--- config.mk ---
export PLATFORM = sky130hd
export DESIGN_NAME = mul_cost_est
export DESIGN_NICKNAME = d
export VERILOG_FILES = /design/src/rtl/mul_cost_pkg.sv /design/src/rtl/mul_cost_pattern.sv /design/src/rtl/mul_cost_popcnt.sv /design/src/rtl/mul_cost_est.sv
export SDC_FILE = /design/constraint.sdc
export NUM_CORES = 1
export LEC_CHECK = 0
export ABC_AREA = 1
export CELL_PAD_IN_SITES_DETAIL_PLACEMENT = 1
export CELL_PAD_IN_SITES_GLOBAL_PLACEMENT = 2
export CORE_ASPECT_RATIO = 1.5
export CORE_MARGIN = 1.5
export CORE_UTILIZATION = 22
export DETAILED_ROUTE_END_ITERATION = 7
export PLACE_DENSITY_LB_ADDON = 0.2
export SLEW_MARGIN = 0
export SYNTH_ARGS = -nofsm -noshare
export SYNTH_HDL_FRONTEND = slang
export SYNTH_SLANG_ARGS = --single-unit
export TNS_END_PERCENT = 20
--- constraint.sdc ---
create_clock -name clk -period 5.47 [get_ports clk]
set_input_delay 0.547 -clock clk [delete_from_list [all_inputs] [get_ports clk]]
set_output_delay 0.547 -clock clk [all_outputs]
set_load 0.1 [all_outputs]
--- src/rtl/mul_cost_pkg.sv ---
package mul_cost_pkg;
  localparam int unsigned OPND_W_DEF = 16;
  localparam int unsigned BASE_DEF   = 17;

  typedef enum logic {
    MODE_UNSIGNED = 1'b0,
    MODE_SIGNED   = 1'b1
  } cost_mode_e;
endpackage

--- src/rtl/mul_cost_pattern.sv ---
// Builds the vector whose ones are counted: the operand itself (unsigned),
// or the adjacent-bit difference vector with zero below bit 0 (signed).
module mul_cost_pattern
  import mul_cost_pkg::*;
#(
  parameter int unsigned W = OPND_W_DEF
) (
  input  logic [W-1:0] opnd,
  input  cost_mode_e   mode,
  output logic [W-1:0] pattern
);
  logic [W-1:0] below;

  genvar gi;
  generate
    for (gi = 0; gi < W; gi++) begin : g_bit
      if (gi == 0) begin : g_lsb
        assign below[gi] = 1'b0;
      end else begin : g_upper
        assign below[gi] = opnd[gi-1];
      end
      assign pattern[gi] = opnd[gi] ^ ((mode == MODE_SIGNED) & below[gi]);
    end
  endgenerate
endmodule

--- src/rtl/mul_cost_popcnt.sv ---
module mul_cost_popcnt #(
  parameter int unsigned W  = 16,
  localparam int unsigned CW = $clog2(W + 1)
) (
  input  logic [W-1:0]  vec,
  output logic [CW-1:0] ones
);
  always_comb begin
    ones = '0;
    for (int i = 0; i < W; i++) begin
      ones = ones + CW'(vec[i]);
    end
  end
endmodule

--- src/rtl/mul_cost_est.sv ---
module mul_cost_est
  import mul_cost_pkg::*;
#(
  parameter int unsigned IN_W      = 32,
  parameter int unsigned OPND_W    = OPND_W_DEF,
  parameter int unsigned BASE_COST = BASE_DEF,
  localparam int unsigned CW       = $clog2(OPND_W + 1),
  localparam int unsigned COUNT_W  = $clog2(BASE_COST + OPND_W + 1)
) (
  input  logic               clk,
  input  logic               rst,
  input  logic               op_vld,
  input  logic               op_signed,
  input  logic [IN_W-1:0]    op_mult,
  output logic               cost_vld,
  output logic [COUNT_W-1:0] cost_cycles
);
  logic [OPND_W-1:0] opnd_lo;
  logic [OPND_W-1:0] pattern;
  logic [CW-1:0]     ones;
  cost_mode_e        mode;

  assign opnd_lo = op_mult[OPND_W-1:0];
  assign mode    = op_signed ? MODE_SIGNED : MODE_UNSIGNED;

  mul_cost_pattern #(.W(OPND_W)) u_pat (
    .opnd    (opnd_lo),
    .mode    (mode),
    .pattern (pattern)
  );

  mul_cost_popcnt #(.W(OPND_W)) u_cnt (
    .vec  (pattern),
    .ones (ones)
  );

  always_ff @(posedge clk) begin
    if (rst) begin
      cost_vld    <= 1'b0;
      cost_cycles <= '0;
    end else begin
      cost_vld <= op_vld;
      if (op_vld) begin
        cost_cycles <= COUNT_W'(BASE_COST) + COUNT_W'(ones);
      end
    end
  end

  // reset clears outputs
  p_reset_clear_r1: assert property (@(posedge clk)
    rst |=> (!cost_vld && cost_cycles == '0));

  // valid follows strobe by one cycle
  p_vld_follow_r2: assert property (@(posedge clk) disable iff (rst)
    op_vld |=> cost_vld);
  p_vld_quiet_r2: assert property (@(posedge clk) disable iff (rst)
    !op_vld |=> !cost_vld);

  // count range
  p_count_range_r6: assert property (@(posedge clk) disable iff (rst)
    cost_vld |-> (cost_cycles >= COUNT_W'(BASE_COST) &&
                  cost_cycles <= COUNT_W'(BASE_COST + OPND_W)));

  // count holds without a strobe
  p_count_hold_r7: assert property (@(posedge clk) disable iff (rst)
    !op_vld |=> $stable(cost_cycles));
endmodule

Word-level counts from Yosys, hierarchy flattened. Index checks and enable logic that the tools add are counted. W data, S select, Z words.

Output and inout port bits: 7. Register bits after elaboration: 7.

$add $sub $neg: 16. Bitwise operators: 30. Mux-type cells: 1.

Operators by type and width (number): $add A5 B1 Y5 (14); $and A1 B1 Y1 (15); $xor A1 B1 Y1 (15); $add A5 B5 Y6 const A (1); $add A1 B1 Y2 (1); $mux W1 (1).

Depth between registers and ports, before layout. Gate-level depths: netlist of run 1.

Depth in word-level cells: 19. Depth in mapped cells: 19. Depth with buffers taken out: 19.

By module. A second synthesis of run 1 with hierarchy kept.

Cell total of the unflattened synthesis: 173. Area total of the unflattened synthesis: 1064.8 sq um.

By module, submodules not included: mul_cost_popcnt (area each 406.6 sq um, cells an instance 50, times used 1, seq. area each 0.0 sq um); mul_cost_pattern (area each 344.1 sq um, cells an instance 79, times used 1, seq. area each 0.0 sq um); mul_cost_est (area each 314.1 sq um, cells an instance 44, times used 1, seq. area each 140.1 sq um).

Least setup slack after synthesis of run 1. OpenSTA, ideal clock, no wires.

Path type: input to register. Start point: input op_mult[0]. End point: register cost_cycles[2]. Arrival time: 4.625 ns. Path buffers: 0. Library setup time: 0.113 ns. Setup slack: 0.732 ns. Data required time: 5.357 ns. Stages: 16. Cell sequence: nand2_1 -> xor2_1 -> inv_1 -> ha_1 -> fa_1 -> fa_1 -> fa_1 -> inv_1 -> fa_1 -> fa_1 -> fa_1 -> inv_1 -> ha_1 -> xnor2_1 -> o21ai_1 -> inv_1.

Longest elaborated chain between the ends: 18.

Ends and longest elaborated chain: start: declaration (line mul_cost_est.sv:14) `input logic [IN_W-1:0] op_mult,`; $and A1 B1 Y1 (line mul_cost_pattern.sv:22) `assign pattern[gi] = opnd[gi] ^ ((mode == MODE_SIGNED) & below[gi]);`; $xor A1 B1 Y1 (line mul_cost_pattern.sv:22); $add A1 B1 Y2 * (line mul_cost_popcnt.sv:11) `ones = ones + CW'(vec[i]);`; $add A5 B1 Y5 * (14 in a row) (line mul_cost_popcnt.sv:11); $add A5 B5 Y6 * (line mul_cost_est.sv:44) `cost_cycles <= COUNT_W'(BASE_COST) + COUNT_W'(ones);`; end signal: assignment (line mul_cost_est.sv:44); end: declaration (line mul_cost_est.sv:16) `output logic [COUNT_W-1:0] cost_cycles`.

Mark *: on every way between the ends. The rest lies on a longest branch, timed or not. A chain may end at the register's enable or synchronous reset.

Worst setup path in the final report of run 1.
Start point: input op_signed. End point: register cost_cycles[2].

Longest elaborated chain between the ends: 19.

Ends and longest elaborated chain: start: declaration (line mul_cost_est.sv:13) `input logic op_signed,`; $mux W1 * (line mul_cost_est.sv:24) `assign mode = op_signed ? MODE_SIGNED : MODE_UNSIGNED;`; $and A1 B1 Y1 (line mul_cost_pattern.sv:22); $xor A1 B1 Y1 (line mul_cost_pattern.sv:22); $add A1 B1 Y2 (line mul_cost_popcnt.sv:11); $add A5 B1 Y5 (13 in a row) (line mul_cost_popcnt.sv:11); $add A5 B1 Y5 * (line mul_cost_popcnt.sv:11); $add A5 B5 Y6 * (line mul_cost_est.sv:44).

Marks and branches as above.

==> flow_summary.ini, run 1 <==
[die]
placeableCoreArea_sq_um = 3990
num_rows = 28
top_level_ports = 43
die_w_um = 56.1
dieArea_sq_um = 4640
initial_core_util_pct = 23.3
die-height_um = 82.7

[sta]
setup_slack_ps = 316
final.period_utilization_pct = 94.2
skew_ps = 0
rsz0062_at_grt = true
worst_slew_pin_slew_ps = 965
hold_viol = 0
fmax_mhz = 194
setup_viol = 0
holdWs_ps = 479
slew_violations = 0
min_period_ps = 5150
tns_ps = 0
relSlewSlack_pct = 35.4

[global_route]
grt_pass1_wl_mm = 3.32
grt_max_degree = 15
grt_pass1_vias = 834
grt-ovfl-total = 0
antenna_found_initial = 0
grt_use_total_pct = 9.41

[worst_setup_path]
worstPathRequired_ps = 5590
r2r_cells = 4
critPathKind = in2reg
end_kind = register
critPathMaxFanout = 2
r2r_slack_ps = 4800
timing.rr.end = cost_cycles[2]
r2r-start = cost_cycles[2]
crit_arrival_ps = 5280
startpoint_type = input port

[synthesis]
avgSynthCellArea_sq_um = 7.70
synth_compound_area_share_pct = 6.04
synth.top_cell.area_share_pct = 21.5
synth_xor_area_share_pct = 15.0
synth_cells = 121
synth_area_leaders = fa_1 (21%), dfxtp_1 (15%), inv_1 (11%), xor2_1 (10%), nand2_1 (8.9%)
ys_seq_area_share_pct = 15.0
synthMuxAreaShare_pct = 0
synth_nets = 173
yosys_register_bits = 7
synth_top_family_by_area = adder cells
synth-simple-area-share_pct = 21.3
synth_adder_area_share_pct = 29.5
yosysWarnings = 0
ys_types = 20
yosysTopAreaCell = fa_1
synth_area_sq_um = 932

[clocking]
cts.clk_slew.worst_paths_ps = 40
htree_num_levels = 1
clock_latency_ps = 230
root_buffer = clkbuf_8
cts_buffer_depth = 2
tritoncts = done
cts_hold_buf = 0
cts.repair.resized = 0
clock_sinks = 7
numCtsBuffers = 3
postCtsSetupBuffers = 0

[power_and_ir_drop]
p_sw_share_pct = 54.4
ir_drop_v = 0.000364
power_density_nw_per_um2 = 696
pwr-share-clk_pct = 8.3
p_seq_share_pct = 8.2
power_frac_comb_pct = 83.5
design_power_total_w = 0.000903
intPower_w = 0.000411
p_leak_nw = 0.629
net-switching-power_w = 0.000491

[outcome]
outcome = completed

[place]
numPortBuffers = 26
gp_congestion = 0.710
place_ws_ps = 2.29
dp_hpwl_mm = 1.79

[routing]
firstDrtPassIters = 2
vias = 813
routedWlPerCell_um = 9.88
ant_nets = 0
vias_per_cell = 4.15
drc = 0
wl_mm = 1.94
drtIter0Drc = 14

[finish]
fill_cells = 508
layout_common_cells = inv_1 (27), clkdlybuf4s50_1 (26), nand2_1 (22)
final_nets = 204
antenna_cells = 0
final_common_cell = inv_1
drive_gt1_share_pct = 11.9
syn_to_final_growth_pct = 39.1

[job]
drv_cap = 0

[hold_path]
holdPathStages = 2
worstHoldStart = cost_cycles[3]
hold_path_class = reg2reg
whs_endpoint = cost_cycles[3]
metrics by stage:
step           std cells  instance area (sq um)  util [%]
6_report             196                   1300      32.5
5_1_grt              196                   1300      32.5
3_3_place_gp         192                   1250      31.3
3_5_place_dp         192                   1250      31.3
4_1_cts              196                   1300      32.5
2_1_floorplan        121                    932         -
power by group through the flow:
stage                      clock, W  sequential (W)  combinational, W
final                     0.0000749       0.0000741          0.000754
after global routing      0.0000796       0.0000763          0.000876
after CTS                 0.0000776       0.0000743          0.000782
after detailed placement          0       0.0000751          0.000776
after global placement            0       0.0000744          0.000761
after floorplan                   0        0.000183          0.000487
cell type report:
class	count	area, sq um	area share [%]
timing repair buffer	28	275	21.2
multi-input combinational	83	671	51.7
inverter	29	109	8.40
tap	45	56.3	4.34
clock buffer	4	45.0	3.47
sequential	7	140	10.8
worst max path at each step:
stage	start	end	slack, ps
detailed placement	op_signed	cost_cycles[3]	2
global route	op_signed	cost_cycles[3]	-10
finish	op_signed	cost_cycles[2]	320
floorplan	op_mult[0]	cost_cycles[2]	730
global placement	op_signed	cost_cycles[3]	40
CTS	op_signed	cost_cycles[3]	250
kinds of logic (layout without fill, tap and decap cells):
family	after synthesis	in the layout
AO/OA/AOI/OAI	9	9
buffers and inverters	31	61
adder cells (fa/ha/maj)	16	16
XOR/XNOR	16	16
AND/OR/NAND/NOR	42	42
flip-flops	7	7
worst max-delay path, stage by stage:
cell	delay [ps]
clkdlybuf4s50_1	510
nand2_1	80
xor2_1	120
inv_1	50
ha_1	290
fa_1	520
fa_1	520
fa_1	540
inv_1	50
fa_1	500
fa_1	470
fa_1	510
inv_1	50
ha_1	200
xnor2_1	130
o21ai_1	110
inv_1	50
synthesized netlist by cell type, drive strengths merged:
master	count
nand4	1
fa	10
buf	2
o21ai	5
xor2	11
dfxtp	7
a21oi	4
ha	6
nor2	9
xnor2	5
nand2	25
inv	29
nand3	7
sequential cells by signal, summed over array words and instances (netlist names):
| name | flops |
|---|---|
| cost_vld | 1 |
| cost_cycles | 6 |
per-layer routing:
metal	vias up	GRT usage [%]	share of wire, %
met5	-	0	0
met4	0	5.71	1.8
met3	4	1.71	5.0
met2	22	18.9	58
met1	371	8.63	35
li1	416	-	-
No activity file was read; power rests on OpenSTA's default activity.
==> run 2, diff against run 1 <==
Settings changed: CORE_MARGIN 1.5 to 2, CTS_CLUSTER_SIZE from default to 20.
==> flow_summary.ini, run 2 (synthesized netlist as in run 1, its figures left out) <==
[worst_setup_path]
critPathMaxFanout = 2
timing.rr.end = cost_cycles[2]
cp_top_family = adder cells
r2r_slack_ps = 4810
r2r_cells = 4
startpoint_type = input port
end_kind = register
worstPathRequired_ps = 5600
slowest_stage = fa_1
critPathKind = in2reg
path_cells = clkdlybuf4s50_1 > nand2_1 > xor2_1 > inv_1 > ha_1 > fa_1 > fa_1 > fa_1 > inv_1 > fa_1 > fa_1 > fa_1 > inv_1 > ha_1 > xnor2_1 > o21ai_1 > inv_1
timing.critical_path.buf_inv = 5
crit_path_frequent_cell = fa_1
crit_arrival_ps = 5290
max_stage_delay_ps = 580
r2r-start = cost_cycles[2]

[clocking]
numCtsBuffers = 3
clock_sinks = 7
tritoncts = done
clock_latency_ps = 230
cts.repair.resized = 0
root_buffer = clkbuf_8
cts_buffer_depth = 2
htree_num_levels = 1
postCtsSetupBuffers = 0
cts_hold_buf = 0
cts.clk_slew.worst_paths_ps = 40

[routing]
vias = 824
ant_nets = 0
routedWlPerCell_um = 10.5
drc = 0
firstDrtPassIters = 2
wl_mm = 2.07
vias_per_cell = 4.18
drtIter0Drc = 2

[power_and_ir_drop]
power_frac_comb_pct = 83.5
pwr-share-clk_pct = 8.3
p_seq_share_pct = 8.2
p_leak_nw = 0.629
net-switching-power_w = 0.000489
power_density_nw_per_um2 = 696
p_sw_share_pct = 54.2
ir_drop_v = 0.000323
intPower_w = 0.000414

[global_route]
grt_max_degree = 15
grt_use_total_pct = 9.65
grt-ovfl-total = 0
antenna_found_initial = 0
grt_pass1_vias = 919
grt_pass1_wl_mm = 3.51

[die]
die_w_um = 57.1
top_level_ports = 43
placeableCoreArea_sq_um = 4140
dieArea_sq_um = 4780
num_rows = 29
initial_core_util_pct = 22.5
die-height_um = 83.7

[sta]
final.period_utilization_pct = 94.4
slew_violations = 0
tns_ps = 0
min_period_ps = 5160
relSlewSlack_pct = 35.7
hold_viol = 0
fmax_mhz = 194
setup_viol = 0
skew_ps = 0
worst_slew_pin_slew_ps = 961
rsz0062_at_grt = false

[finish]
final_area_sq_um = 1300
fill_cells = 522
final_common_cell = inv_1
layout_common_cells = inv_1 (27), clkdlybuf4s50_1 (26), nand2_1 (22)
regMostFlops = cost_cycles
top_regs = cost_cycles x6, cost_vld x1
antenna_cells = 0
drive_gt1_share_pct = 11.9
syn_to_final_growth_pct = 39.2
final_nets = 204
largest_reg_flops = 6

[place]
numPortBuffers = 26
gp_congestion = 0.691
dp_hpwl_mm = 1.97
placed_area_sq_um = 1250

[hold_path]
whs_endpoint = cost_cycles[3]
holdPathStages = 2
hold_path_class = reg2reg
worstHoldStart = cost_cycles[3]

[job]
drv_cap = 0

[outcome]
outcome = completed
run 2: metal layers:
metal | vias to the layer above | part of all wire (%) | track usage (%)
li1 | 415 | - | -
met4 | 0 | 3.0 | 6.34
met1 | 379 | 30 | 7.29
met3 | 5 | 4.8 | 1.09
met2 | 25 | 62 | 20.5
met5 | - | 0 | 0
run 2: worst register-to-register path, cell delays in order (launching register included):
cell,delay (ps)
dfxtp_1,300
nor2_1,90
nor2_1,50
o21ai_1,70
inv_1,40
run 2: power by group through the flow:
stage,logic (W),registers (W),clock network [W]
2_1_floorplan,0.000487,0.000183,0
3_3_place_gp,0.000767,0.0000745,0
3_5_place_dp,0.000778,0.0000756,0
4_1_cts,0.000783,0.0000747,0.0000786
5_1_grt,0.000864,0.0000757,0.0000791
6_report,0.000754,0.0000743,0.0000750
run 2: how the worst max path moves through the flow:
stage                          start        endpoint  slack (ps)  cells past startpoint
after detailed placement  op_mult[0]  cost_cycles[2]           6                     17
after global routing      op_mult[0]  cost_cycles[2]          70                     17
final                     op_mult[0]  cost_cycles[2]         310                     17
after floorplan           op_mult[0]  cost_cycles[2]         730                     16
after CTS                 op_mult[0]  cost_cycles[2]         250                     17
after global placement    op_mult[0]  cost_cycles[2]          60                     17
run 2: final cells by class:
cell class                 count  area, sq um  share of cell area [%]
clock buffer                   4         45.0                    3.47
inverter                      29          109                    8.39
multi-input combinational     83          671                    51.7
sequential                     7          140                    10.8
tap                           46         57.6                    4.44
timing repair buffer          28          275                    21.2
run 2: metrics by stage:
step / power (W) / util, % / hold slack [ps] / setup WS (ps) / std cells
detailed placement: 0.000854 / 30.3 / 483 / 5.71 / 193
finish: 0.000903 / 31.4 / 486 / 309 / 197
global route: 0.00102 / 31.4 / 509 / 71.0 / 197
global placement: 0.000841 / 30.3 / 469 / 62.9 / 193
floorplan: 0.000670 / - / 609 / 732 / 121
CTS: 0.000936 / 31.4 / 490 / 254 / 197
==> run 3, diff against run 2 <==
Settings changed: SETUP_SLACK_MARGIN from default to 0.4.
==> flow_summary.ini, run 3 (synthesized netlist as in run 1, its figures left out) <==
[finish]
antenna_cells = 0
top_regs = cost_cycles x6, cost_vld x1
final_common_cell = inv_1
final_area_sq_um = 1300
largest_reg_flops = 6
fill_cells = 521
syn_to_final_growth_pct = 39.5
final_nets = 204
layout_common_cells = inv_1 (27), clkdlybuf4s50_1 (26), nand2_1 (22)
drive_gt1_share_pct = 12.6
regMostFlops = cost_cycles

[sta]
slew_violations = 0
relSlewSlack_pct = 35.7
skew_ps = 0
tns_ps = 0
setup_viol = 0
fmax_mhz = 205
final.period_utilization_pct = 89.1
min_period_ps = 4870
worst_slew_pin_slew_ps = 961
hold_viol = 0
rsz0062_at_grt = true

[die]
num_rows = 29
die-height_um = 83.7
initial_core_util_pct = 22.5
dieArea_sq_um = 4780
top_level_ports = 43
die_w_um = 57.1
placeableCoreArea_sq_um = 4140

[power_and_ir_drop]
power_frac_comb_pct = 83.4
p_leak_nw = 0.628
intPower_w = 0.000414
power_density_nw_per_um2 = 692
p_sw_share_pct = 54.0
ir_drop_v = 0.000323
p_seq_share_pct = 8.3
net-switching-power_w = 0.000486
design_power_total_w = 0.000900
pwr-share-clk_pct = 8.3

[clocking]
numCtsBuffers = 3
cts_buffer_depth = 2
clock_latency_ps = 230
postCtsSetupBuffers = 0
clock_sinks = 7
cts.clk_slew.worst_paths_ps = 40
htree_num_levels = 1
cts_hold_buf = 0
root_buffer = clkbuf_8
tritoncts = done

[worst_setup_path]
startpoint_type = input port
end_kind = register
critPathMaxFanout = 2
worstPathRequired_ps = 5600
crit_arrival_ps = 5000
critPathKind = in2reg

[routing]
wl_mm = 2.07
drtIter0Drc = 3
vias = 824
drc = 0
vias_per_cell = 4.18
ant_nets = 0
firstDrtPassIters = 2
routedWlPerCell_um = 10.5

[place]
dp_hpwl_mm = 1.97
numPortBuffers = 26
gp_congestion = 0.691
placed_area_sq_um = 1250

[global_route]
grt_max_degree = 15
grt_pass1_vias = 919
antenna_found_initial = 0
grt-ovfl-total = 0
grt_pass1_wl_mm = 3.51
grt_use_total_pct = 9.65

[job]
drv_cap = 0

[hold_path]
hold_path_class = reg2reg

[outcome]
outcome = completed
run 3: area by class of cell:
cell class / count / area, sq um / share of cell area (%)
multi-input cells: 83 / 673 / 51.8
flip-flops and latches: 7 / 140 / 10.8
repair buffers: 28 / 275 / 21.2
well taps: 46 / 57.6 / 4.43
inverters: 29 / 109 / 8.37
clock buffers: 4 / 45.0 / 3.46
run 3: what timing repair did:
item | in CTS | in global routing
cloned | 0 | 0
pin swaps | 4 | 5
resized for setup | 1 | 0
setup endpoints to repair | 5 | 5
run 3: final timing paths:
check	startpoint	end	slack, ps	cells past startpoint
worst min-delay path	cost_cycles[3]	cost_cycles[3]	490	2
worst max register to register	cost_cycles[2]	cost_cycles[2]	4810	4
worst min register to register	cost_cycles[3]	cost_cycles[3]	490	2
worst max-delay path	op_mult[0]	cost_cycles[2]	600	17
run 3: critical path, cell delays in order:
cell,delay (ps)
clkdlybuf4s50_1,480
nand2_1,70
xor2_1,130
inv_1,50
ha_1,290
fa_1,530
fa_1,440
fa_1,520
inv_1,50
fa_1,450
fa_2,370
fa_1,530
inv_1,50
ha_1,200
xnor2_1,130
o21ai_1,110
inv_1,40
run 3: metrics by stage:
step | hold slack [ps] | util, % | worst slack, ps | std cells
final | 486 | 31.4 | 598 | 197
after global routing | 509 | 31.4 | 378 | 197
after CTS | 490 | 31.4 | 444 | 197
after detailed placement | 483 | 30.3 | 5.71 | 193
after global placement | 469 | 30.3 | 62.9 | 193
after floorplan | 609 | - | 732 | 121
run 3: power by group through the flow:
stage / logic, W / registers [W] / clock network [W]
finish: 0.000751 / 0.0000743 / 0.0000749
global placement: 0.000767 / 0.0000745 / 0
floorplan: 0.000487 / 0.000183 / 0
CTS: 0.000783 / 0.0000747 / 0.0000786
detailed placement: 0.000778 / 0.0000756 / 0
global route: 0.000860 / 0.0000757 / 0.0000791
run 3: layer usage:
| layer | wire [um] | vias to the layer above | part of all wire [%] | track usage [%] |
|---|---|---|---|---|
| met5 | 0 | - | 0 | 0 |
| met4 | 61 | 0 | 3.0 | 6.34 |
| met3 | 100 | 5 | 4.8 | 1.09 |
| met2 | 1290 | 25 | 63 | 20.5 |
| met1 | 612 | 379 | 30 | 7.29 |
| li1 | - | 415 | - | - |
